### config.mk
export PLATFORM = sky130hd
export DESIGN_NAME = irq_vec_ctrl
export DESIGN_NICKNAME = d
export VERILOG_FILES = /design/src/rtl/irqc_pkg.sv /design/src/rtl/irqc_decode.sv /design/src/rtl/irqc_capture.sv /design/src/rtl/irqc_lowest.sv /design/src/rtl/irq_vec_ctrl.sv
export SDC_FILE = /design/constraint.sdc
export NUM_CORES = 1
export LEC_CHECK = 0
export ABC_CLOCK_PERIOD_IN_PS = 2550
export CAP_MARGIN = 10
export CORE_UTILIZATION = 52
export DETAILED_ROUTE_END_ITERATION = 6
export PLACE_DENSITY = 0.91
export SYNTH_ARGS = -nofsm -noshare
export SYNTH_HDL_FRONTEND = slang
export SYNTH_SLANG_ARGS = --single-unit
### constraint.sdc
create_clock -name clk -period 2.55 [get_ports clk]
set_input_delay 0.6375 -clock clk [delete_from_list [all_inputs] [get_ports clk]]
set_output_delay 0.6375 -clock clk [all_outputs]
set_load 0.05 [all_outputs]
### src/rtl/irqc_pkg.sv
package irqc_pkg;

    typedef enum logic [2:0] {
        IDX_STATUS = 3'd0,
        IDX_PEND   = 3'd1,
        IDX_ENABLE = 3'd2,
        IDX_ACK    = 3'd3,
        IDX_SETEN  = 3'd4,
        IDX_CLREN  = 3'd5,
        IDX_VECTOR = 3'd6,
        IDX_MASTER = 3'd7
    } reg_idx_e;

    // Master control word: bit 1 gates sampling, bit 0 gates the output.
    typedef struct packed {
        logic sample_en;
        logic out_en;
    } master_t;

    // One-hot write strobes produced by the decoder.
    typedef struct packed {
        logic status;
        logic enable;
        logic ack;
        logic seten;
        logic clren;
        logic master;
    } wr_strobe_t;

    function automatic wr_strobe_t strobe_of(input logic wr, input logic in_range,
                                             input reg_idx_e idx);
        wr_strobe_t s;
        s = '0;
        if (wr && in_range) begin
            case (idx)
                IDX_STATUS: s.status = 1'b1;
                IDX_ENABLE: s.enable = 1'b1;
                IDX_ACK:    s.ack    = 1'b1;
                IDX_SETEN:  s.seten  = 1'b1;
                IDX_CLREN:  s.clren  = 1'b1;
                IDX_MASTER: s.master = 1'b1;
                default:    s = '0;
            endcase
        end
        return s;
    endfunction

endpackage

### src/rtl/irqc_decode.sv
module irqc_decode
    import irqc_pkg::*;
#(
    parameter int ADDR_W = 8
) (
    input  logic              bus_wr,
    input  logic [ADDR_W-1:0] bus_addr,
    output reg_idx_e          idx,
    output logic              in_range,
    output wr_strobe_t        strobe
);
    localparam int IDX_W = ADDR_W - 2;

    logic [IDX_W-1:0] word;

    assign word     = bus_addr[ADDR_W-1:2];
    assign in_range = (word < IDX_W'(8));
    assign idx      = reg_idx_e'(word[2:0]);

    always_comb strobe = strobe_of(bus_wr, in_range, idx);

endmodule

### src/rtl/irqc_capture.sv
module irqc_capture #(
    parameter int               NUM_SRC    = 32,
    parameter logic [NUM_SRC-1:0] LATCH_MASK = '0
) (
    input  logic               clk,
    input  logic               rst,
    input  logic               sample_en,
    input  logic               wr_status,
    input  logic               wr_ack,
    input  logic [NUM_SRC-1:0] wdata,
    input  logic [NUM_SRC-1:0] src,
    output logic [NUM_SRC-1:0] status
);
    logic [NUM_SRC-1:0] status_d;

    for (genvar i = 0; i < NUM_SRC; i++) begin : g_bit
        logic base;
        always_comb begin
            base = wr_status ? wdata[i] : status[i];
            if (wr_ack && wdata[i]) base = 1'b0;
        end
        if (LATCH_MASK[i]) begin : g_latch
            // an asserted line outranks a same-cycle acknowledge
            assign status_d[i] = sample_en ? (base | src[i]) : base;


            latch_win_chk: assert property (@(posedge clk) disable iff (rst)
                (sample_en && src[i]) |=> status[i]);
        end else begin : g_level
            assign status_d[i] = sample_en ? src[i] : base;


            level_follow_chk: assert property (@(posedge clk) disable iff (rst)
                sample_en |=> (status[i] == $past(src[i])));
        end
    end

    always_ff @(posedge clk) begin
        if (rst) status <= '0;
        else     status <= status_d;
    end


    sample_gate_chk: assert property (@(posedge clk) disable iff (rst)
        (!sample_en && !wr_status && !wr_ack) |=> $stable(status));

endmodule

### src/rtl/irqc_lowest.sv
module irqc_lowest #(
    parameter int NUM_SRC = 32,
    parameter int OUT_W   = 32
) (
    input  logic               clk,
    input  logic               rst,
    input  logic [NUM_SRC-1:0] pend,
    output logic [OUT_W-1:0]   vec,
    output logic               any
);
    localparam int IW = (NUM_SRC > 1) ? $clog2(NUM_SRC) : 1;

    always_comb begin
        vec = '1;
        for (int i = NUM_SRC - 1; i >= 0; i--) begin
            if (pend[i]) vec = OUT_W'(i);
        end
    end

    assign any = |pend;


    vec_hit_chk: assert property (@(posedge clk) disable iff (rst)
        any |-> pend[vec[IW-1:0]]);


    vec_none_chk: assert property (@(posedge clk) disable iff (rst)
        !any |-> (&vec));

endmodule

### src/rtl/irq_vec_ctrl.sv
module irq_vec_ctrl
    import irqc_pkg::*;
#(
    parameter int                 NUM_SRC    = 32,
    parameter int                 DATA_W     = 32,
    parameter int                 ADDR_W     = 8,
    parameter logic [NUM_SRC-1:0] LATCH_MASK = '0
) (
    input  logic               clk,
    input  logic               rst,
    input  logic               bus_wr,
    input  logic               bus_rd,
    input  logic [ADDR_W-1:0]  bus_addr,
    input  logic [DATA_W-1:0]  bus_wdata,
    output logic [DATA_W-1:0]  bus_rdata,
    input  logic [NUM_SRC-1:0] src_in,
    output logic               irq_out
);
    reg_idx_e           idx;
    logic               in_range;
    wr_strobe_t         stb;
    logic [NUM_SRC-1:0] status;
    logic [NUM_SRC-1:0] enable_q;
    logic [NUM_SRC-1:0] pend;
    logic [NUM_SRC-1:0] wbits;
    logic [DATA_W-1:0]  vec;
    logic               any_pend;
    master_t            mstr_q;
    logic [DATA_W-1:0]  status_x, enable_x, pend_x, rd_d;

    assign wbits = bus_wdata[NUM_SRC-1:0];

    irqc_decode #(.ADDR_W(ADDR_W)) u_dec (
        .bus_wr   (bus_wr),
        .bus_addr (bus_addr),
        .idx      (idx),
        .in_range (in_range),
        .strobe   (stb)
    );

    irqc_capture #(.NUM_SRC(NUM_SRC), .LATCH_MASK(LATCH_MASK)) u_cap (
        .clk       (clk),
        .rst       (rst),
        .sample_en (mstr_q.sample_en),
        .wr_status (stb.status),
        .wr_ack    (stb.ack),
        .wdata     (wbits),
        .src       (src_in),
        .status    (status)
    );

    assign pend = status & enable_q;

    irqc_lowest #(.NUM_SRC(NUM_SRC), .OUT_W(DATA_W)) u_low (
        .clk  (clk),
        .rst  (rst),
        .pend (pend),
        .vec  (vec),
        .any  (any_pend)
    );

    always_ff @(posedge clk) begin
        if (rst) begin
            enable_q <= '0;
            mstr_q   <= '0;
        end else begin
            if (stb.enable) enable_q <= wbits;
            if (stb.seten)  enable_q <= enable_q | wbits;
            if (stb.clren)  enable_q <= enable_q & ~wbits;
            if (stb.master) mstr_q   <= master_t'(bus_wdata[1:0]);
        end
    end

    assign irq_out = mstr_q.out_en && mstr_q.sample_en && any_pend;

    always_comb begin
        status_x = '0; status_x[NUM_SRC-1:0] = status;
        enable_x = '0; enable_x[NUM_SRC-1:0] = enable_q;
        pend_x   = '0; pend_x[NUM_SRC-1:0]   = pend;
        rd_d     = '0;
        if (in_range) begin
            case (idx)
                IDX_STATUS: rd_d = status_x;
                IDX_PEND:   rd_d = pend_x;
                IDX_ENABLE: rd_d = enable_x;
                IDX_VECTOR: rd_d = vec;
                IDX_MASTER: rd_d = DATA_W'(mstr_q);
                default:    rd_d = '0;
            endcase
        end
    end

    always_ff @(posedge clk) begin
        if (rst)         bus_rdata <= '0;
        else if (bus_rd) bus_rdata <= rd_d;
    end


    seten_chk: assert property (@(posedge clk) disable iff (rst)
        stb.seten |=> ((enable_q & $past(wbits)) == $past(wbits)));


    clren_chk: assert property (@(posedge clk) disable iff (rst)
        stb.clren |=> ((enable_q & $past(wbits)) == '0));


    ack_clear_chk: assert property (@(posedge clk) disable iff (rst)
        (stb.ack && !mstr_q.sample_en) |=> ((status & $past(wbits)) == '0));


    out_range_chk: assert property (@(posedge clk) disable iff (rst)
        (bus_wr && !in_range) |=> ($stable(enable_q) && $stable(mstr_q)));


    irq_gate_chk: assert property (@(posedge clk) disable iff (rst)
        irq_out |-> (mstr_q == master_t'(2'b11)));

endmodule

### Word-level counts from Yosys, hierarchy flattened

Index checks and enable logic that the tools add are counted.

| storage, ports and cells | value |
|---|---|
| output and inout bits | 33 |
| register bits | 98 |
| input bits | 76 |
| logic and storage cells | 258 |

| cells by class | value |
|---|---|
| order comparisons | 1 |
| muxes and demuxes | 140 |
| equal/unequal tests | 7 |
| reductions and logical operators | 70 |
| bitwise gates (word level) | 4 |

Operators by type and width:

| operator | count |
|---|---|
| 2-to-1 mux 32 bit | 36 |
| case mux 32 bit (5 select lines) | 1 |
| 2-to-1 mux 1 bit | 102 |
| nonzero test 3 bit | 33 |
| AND 32 bit | 2 |
| logical AND 1 bit | 35 |
| inverter 32 bit | 1 |
| OR 32 bit | 1 |
| OR reduction 32 bit | 1 |
| == test 3 bit (second input constant) | 4 |
| == test 3 x 2 -> 1 bit (second input constant) | 2 |
| < comparator 6 x 4 -> 1 bit (second input constant) | 1 |
| 2-to-1 mux 6 bit | 1 |
| == test 3 x 1 -> 1 bit (second input constant) | 1 |
| logical NOT 3 bit | 1 |

### Longest topological paths before layout

Gate-level depths: netlist of the first run.

| depth | value |
|---|---|
| depth after elaboration | 35 |
| mapped depth | 8 |
| mapped depth without buffers | 5 |

### Hierarchy

A second synthesis of the first run with hierarchy kept.

| second synthesis, totals | value |
|---|---|
| cell total of the unflattened synthesis | 713 |
| area total of the unflattened synthesis | 6,082.1 um2 |

Modules (own cells, without submodules):

| module | cells an instance | times used | area each (um2) | sequential area each (um2) |
|---|---|---|---|---|
| irq_vec_ctrl | 417 | 1 | 3,433.3 | 1,321.3 |
| irqc_capture | 188 | 1 | 1,970.6 | 640.6 |
| irqc_lowest | 93 | 1 | 564.3 | 0.0 |
| irqc_decode | 15 | 1 | 113.9 | 0.0 |

### Worst setup path before layout of the first run

Ideal clock, no wire load.

| timing path | value |
|---|---|
| path kind | reg2out |
| from | reg enable_q[16] |
| to | out irq_out |
| path buffers | 0 |
| path slack | -0.100 ns |
| required time | 1.913 ns |
| arrival | 2.012 ns |
| stages on the path, launching flop included | 5 |
| path through | dfxtp_1 > a22o_1 > nand4bb_1 > nor4_4 > a311oi_1 |

| on the way | value |
|---|---|
| cells in the longest elaborated chain, start to end | 3 |

Ends and longest elaborated chain:

| element | line | RTL |
|---|---|---|
| start, declared | irq_vec_ctrl.sv:23 | `logic [NUM_SRC-1:0] enable_q;` |
| start signal, assigned | irq_vec_ctrl.sv:67 | `if (stb.enable) enable_q <= wbits;` |
| start signal, assigned | irq_vec_ctrl.sv:68 | `if (stb.seten) enable_q <= enable_q \| wbits;` |
| start signal, assigned | irq_vec_ctrl.sv:69 | `if (stb.clren) enable_q <= enable_q & ~wbits;` |
| AND 32 bit | irq_vec_ctrl.sv:52 | `assign pend = status & enable_q;` |
| OR reduction 32 bit | irqc_lowest.sv:20 | `assign any = \|pend;` |
| logical AND 1 bit | irq_vec_ctrl.sv:74 | `assign irq_out = mstr_q.out_en && mstr_q.sample_en && any_pend;` |
| end, declared | irq_vec_ctrl.sv:17 | `output logic irq_out` |

No other way between the ends.

### Worst setup path in the final report of the first run

Same ends and word-level chain as after synthesis.

==> metrics.yaml, run 1 <==
run_status:
  status: "complete, but fails checks"
  violations: "negative setup slack"
clocking:
  clockBufferDepth: 2
  ctsHoldBuffers: 0
  cts_max_level: 3
  clk_latency_ns: 0.38
  clockRootBuffer: "clkbuf_8"
  path_clk_slew_ns: 0.10
  cts.sinks: 98
  cts_buffers: 9
  cts_tree: "built"
critical_path:
  start_kind: "flop"
  setup.worst_path.end_class: "output pin"
  critical_path_class: "flop to output pin"
  cp_max_fo: 5
  cp_data_arrival_time_ns: 1.93
  ff2ff_path_depth: 7
  required_ns: 1.91
sta:
  slew_headroom_pct: 36.5
  fin_skew_ns: 0.0141
  setup_viol: 1
  rsz0062_at_grt: "true"
  max_freq_mhz: 389
  fin_crit_ns: 2.57
  worstMarginPinSlew_ns: 0.952
  setup_slack_ns: -0.0192
  finalMaxSlewViolations: 0
  hold_viol: 0
  fin_crit_sh_pct: 101
synth:
  syn_inst: 688
  synthTopCellsByArea: "dfxtp_1 (36%), a22oi_1 (10%), nand2_1 (10%)"
  synth_nets: 764
  syn_area_per_cell_um2: 7.86
  synth_flop_cell: "dfxtp_1"
  synth_area_leader_cell: "dfxtp_1"
  ys_seq_area_share_pct: 36.3
  synth_edf_count: 0
  yosys.cell_types.count: 53
  yosys_warnings: 0
  syn_area_um2: 5410
  yosys.area.top_type_share_pct: 36.3
  ys_ff_latch: 98
  async_flop_share_pct: 0
floorplan:
  rows: 36
  dieArea_um2: 10800
  start_util_pct: 54.6
  io_pins: 109
  die_w_um: 104
  core_area_um2: 9910
  die_height_um: 104
detailed_routing:
  wl_um: 17700
  wl_per_cell_um: 18.9
  drt-met1-wl_um: 7230
  dr.pass1.iters: 7
  drc: 0
  detail-route-antenna-nets: 0
  top_layer: "met4"
  via_count: 6021
  drt-initial-drc-count: 511
  via_per_inst: 6.43
  dr_wl_met3_um: 1670
  met2WireLength_um: 8290
final_layout:
  nFillCells: 785
  final_layout_size_suffix_gt1_share_pct: 13.7
  diodes: 0
  final_cells: 936
  final_nets: 874
  syn2layout_area_growth_pct: 30.2
  fin_area_um2: 7040
grt:
  antenna_found_initial: 0
  overflow: 0
  grt_usage_pct: 32.8
  grt_pass1_wl_um: 28600
  grt_pass1_vias: 5741
  grt_max_degree: 59
power_and_ir_drop:
  fin_total_pwr_mw: 2.87
  power.leakage_nw: 2.33
  irDropWorstVdd_mv: 0.297
  power.density_nw_per_um2: 408
place:
  io_buffers: 106
  placed_area_um2: 6790
  gp_congestion: 0.975
  hpwl_um: 12700
  place_inst: 918
min_path:
  hold_path.class: "flop to flop"
  min_path_cells: 2
flow_run:
  maxCapViolCount: 0
-- cells in the final DEF, fill, tap and decap left out, types with 4 or more instances in the layout --
cell / n
o21ai_1: 7
nor2_1: 41
nand2_1: 147
a21oi_1: 60
clkbuf_8: 9
o211ai_1: 22
a22oi_2: 7
a221oi_1: 9
o21ai_0: 36
dfxtp_1: 96
a32oi_1: 6
clkdlybuf4s50_1: 104
a221oi_2: 20
a32o_1: 4
inv_1: 4
nand2b_1: 8
a22o_1: 4
nand3_1: 38
a22oi_1: 70
nor2b_1: 7
nor3_1: 4
buf_4: 41
buf_12: 7
-- layer usage --
metal	global-route usage [%]	vias up
li1	-	2783
met1	42.6	2829
met2	53.8	351
met3	6.14	58
met4	12.9	0
met5	0	-
-- critical path, cell delays in order, from the launching register on --
cell       delay, ns
dfxtp_2         0.36
a22o_1          0.29
nand4bb_4       0.27
nor4_4          0.26
a311oi_2        0.19
buf_6           0.19
-- state kept, by name (all words and copies together), names as in the netlist --
signal and flops:
bus_rdata 32, enable_q 32, mstr_q 2, u_cap.status 32
-- logic make-up after synthesis --
family                 share of synthesized area (%)
buffers and inverters                           5.72
DFF                                             36.3
and+or+nand+nor                                 21.6
AOI/OAI and AO/OA                               36.4
-- through the flow --
step | worst slack [ns] | hold slack, ns | setup TNS (ns) | util, %
2_1_floorplan | 0.379 | 0.447 | 0 | -
3_3_place_gp | -0.0900 | 0.466 | -0.806 | 68.5
3_5_place_dp | -0.147 | 0.478 | -3.31 | 68.5
4_1_cts | 0.0100 | 0.493 | 0 | 71.0
5_1_grt | -0.0769 | 0.513 | -0.0769 | 71.0
6_report | -0.0192 | 0.490 | -0.0192 | 71.0
-- cells in the mapped netlist (2+ instances only) --
cell	instances
nand2_1	147
nor2_1	42
nand2b_1	8
nand4_1	2
nor2_2	2
a22oi_2	3
clkbuf_1	32
inv_1	4
a32o_1	4
and2_1	2
a32oi_1	6
o211ai_1	22
a311oi_1	2
nor3_1	4
a211oi_1	3
o21ai_0	36
a21oi_1	60
buf_2	13
nand3b_1	2
o22ai_1	2
nor2b_1	8
nand3_1	38
buf_6	8
dfxtp_1	98
a221oi_1	9
a31oi_1	2
a221oi_2	20
and3_1	2
o21ai_1	7
a22o_1	4
a22oi_1	74
-- what timing repair did --
action	in CTS	in global routing
gates resized for setup	8	1
pin swaps	5	0
buffers inserted	2	0
setup endpoints to repair	1	1
-- final timing paths --
path / start / endpoint / slack, ns
max reg2reg: enable_q[16] / bus_rdata[7] / 0.58
min: u_cap.status[0] / u_cap.status[0] / 0.49
min reg2reg: u_cap.status[0] / u_cap.status[0] / 0.49
max: enable_q[16] / irq_out / -0.02
-- power by group --
group	internal [mW]	total, mW	switching [mW]
logic	0.160	0.348	0.188
registers	1.54	1.55	0.0130
clock network	0.370	0.971	0.601
total	2.07	2.87	0.802
-- layout make-up --
cell class                 count  area (µm²)  share of cell area [%]
clock buffer                   9         124                    1.76
clock inverter                 7        60.1                   0.853
inverter                       6        22.5                   0.320
multi-input combinational    529        3200                    45.4
sequential                    98        1960                    27.9
tap                          133         166                    2.36
timing repair buffer         154        1510                    21.4
Note: power is estimated with default switching activity, not from simulation.
==> inputs of run 2 (changes only) <==
Settings changed: ABC_CLOCK_PERIOD_IN_PS 2550 to 2600, CORE_UTILIZATION 52 to 60, DONT_BUFFER_PORTS set to 1, PLACE_DENSITY 0.91 to 0.86.
Clock period 2.55 ns to 2.6 ns, I/O delays scaled along.
==> run 2 against run 1 <==
Against the previous run: the flow now finishes without violations; critical endpoint unchanged; register-to-register slack barely moved; flip-flop and latch count did not move; design area fell by 18%; sequential share of layout area rose by 6.1 points; power fell by 0.71%; critical path depth did not move; clock skew fell by 0.0024 ns; sequential power barely moved; setup slack improved by 0.065 ns; global-route usage rose by 1.9 points; non-clock buffer count fell by 126.
==> metrics.yaml, run 2 (synthesis gave the netlist of run 1 again) <==
critical_path:
  start_kind: "flop"
  crit_start: "u_cap.status[18]"
  cp_max_fo: 3  # -2
  setup.worst_path.end_class: "output pin"
  endpoint: "irq_out"
  reg2reg_slack_ns: 0.57  # about the same
  ff2ff_path_depth: 6  # -1
  required_ns: 1.95  # +0.04 ns
  reg2reg_to: "bus_rdata[5]"
  critical_path_class: "flop to output pin"
  cp_data_arrival_time_ns: 1.90  # -0.03 ns
  r2r-start: "u_cap.status[18]"
detailed_routing:
  via_count: 5567  # -7.5%
  dr.pass1.iters: 6  # -1
  drt-initial-drc-count: 731  # +43%
  detail-route-antenna-nets: 0  # unchanged
  via_per_inst: 7.10  # +10%
  drc: 0  # unchanged
  wl_per_cell_um: 20.8  # +9.9%
  wl_um: 16300  # -7.9%
sta:
  worstMarginPinSlew_ns: 0.583  # -0.369 ns
  max_freq_mhz: 392
  fin_crit_sh_pct: 98.2
  fin_crit_ns: 2.55
  slew_headroom_pct: 61.0  # +25 points
  hold_slack_ns: 0.341  # -0.149 ns
  tns_ns: 0  # +0.0192 ns
  fin_skew_ns: 0.0116  # -0.00245 ns
  setup_viol: 0  # -1
  finalMaxSlewViolations: 0  # unchanged
  hold_viol: 0  # unchanged
  rsz0062_at_grt: "true"
  setup_slack_ns: 0.0463  # +0.0654 ns
grt:
  overflow: 0  # unchanged
  grt_pass1_wl_um: 26300  # -8.2%
  grt_max_degree: 69  # +17%
  antenna_found_initial: 0  # unchanged
  grt_pass1_vias: 5087  # -11%
  grt_usage_pct: 34.7  # +1.9 points
final_layout:
  layout_commonest_cell: "nand2_1"
  final_nets: 748  # -14%
  mostFrequentLayoutCells: "nand2_1 (147), dfxtp_1 (93), a22oi_1 (69)"
  largestRegisters: "bus_rdata (32), enable_q (32), u_cap.status (32)"
  nFillCells: 718  # -8.5%
  final_layout_size_suffix_gt1_share_pct: 13.5  # -0.24 points
  syn2layout_area_growth_pct: 7.17
  diodes: 0  # unchanged
floorplan:
  start_util_pct: 62.0  # +7.4 points
  die_height_um: 96.9  # -6.8%
  io_pins: 109  # unchanged
  die_w_um: 96.9  # -6.8%
  dieArea_um2: 9390  # -13%
  rows: 34  # -5.6%
  core_area_um2: 8720  # -12%
clocking:
  ctsHoldBuffers: 0  # unchanged
  cts.sinks: 98  # unchanged
  clk_latency_ns: 0.38  # about the same
  cts_buffers: 9  # unchanged
  clockRootBuffer: "clkbuf_8"
  path_clk_slew_ns: 0.10  # about the same
  clockBufferDepth: 2  # unchanged
  cts_tree: "built"
  cts_max_level: 3  # unchanged
min_path:
  hold_path.class: "primary input to flop"
  min_path_cells: 1  # -1
  hold_start: "rst"
power_and_ir_drop:
  power.leakage_nw: 1.84  # -21%
  power.density_nw_per_um2: 492  # +21%
  irDropWorstVdd_mv: 0.269  # -9.4%
  fin_total_pwr_mw: 2.85  # -0.71%
flow_run:
  maxCapViolCount: 0  # unchanged
run_status:
  status: "finished clean"
place:
  hpwl_um: 11000  # -13%
  place_ws_ns: 0.256  # +0.403 ns
  gp_congestion: 0.970  # -0.46%
  io_buffers: 0  # -100%
run 2: report_power, final:
group          switching (mW)  total (mW)  internal (mW)
logic                  0.0962       0.132         0.0360
registers              0.0183        1.53           1.51
clock network           0.553        1.19          0.639
total                   0.668        2.85           2.18
run 2: final cells by class:
type,count,area [µm²],area share [%]
multi-input combinational,529,3200,55.2
sequential,98,1970,34.0
timing repair buffer,28,226,3.91
tap,108,135,2.33
clock buffer,9,124,2.14
clock inverter,6,115,1.99
inverter,6,22.5,0.389
run 2: worst max-delay path: stages, from the launching register on:
cell	delay (ns)
dfxtp_4	0.37
a22o_1	0.24
nand4bb_4	0.25
nor4_4	0.29
a311oi_2	0.18
buf_6	0.19
run 2: repair_timing:
item | in CTS | in global routing
setup buffers | 0 | 6
gates resized for setup | 6 | 8
pin swaps | 3 | 6
endpoints found under the setup margin | 1 | 1
run 2: layer usage:
layer,global-route usage [%],vias up,part of all wire [%]
met5,0,-,0
met4,13.4,0,2.3
met3,8.38,39,13
met2,53.9,397,46
met1,46.5,2605,39
li1,-,2526,-
run 2: stage by stage:
| stage | instance area (µm²) | instances | utilization [%] |
|---|---|---|---|
| after global routing | 5790 | 784 | 66.4 |
| after CTS | 5730 | 778 | 65.7 |
| after floorplan | 5410 | 688 | - |
| final | 5790 | 784 | 66.4 |
| after detailed placement | 5450 | 763 | 62.5 |
| after global placement | 5450 | 763 | 62.5 |
run 2: worst min-delay path by stage:
stage                       endpoint  slack, ns
finish                   enable_q[8]       0.34
floorplan            u_cap.status[0]       0.45
global route            enable_q[13]       0.33
detailed placement  u_cap.status[25]       0.48
global placement           mstr_q[0]       0.46
CTS                    bus_rdata[21]       0.33
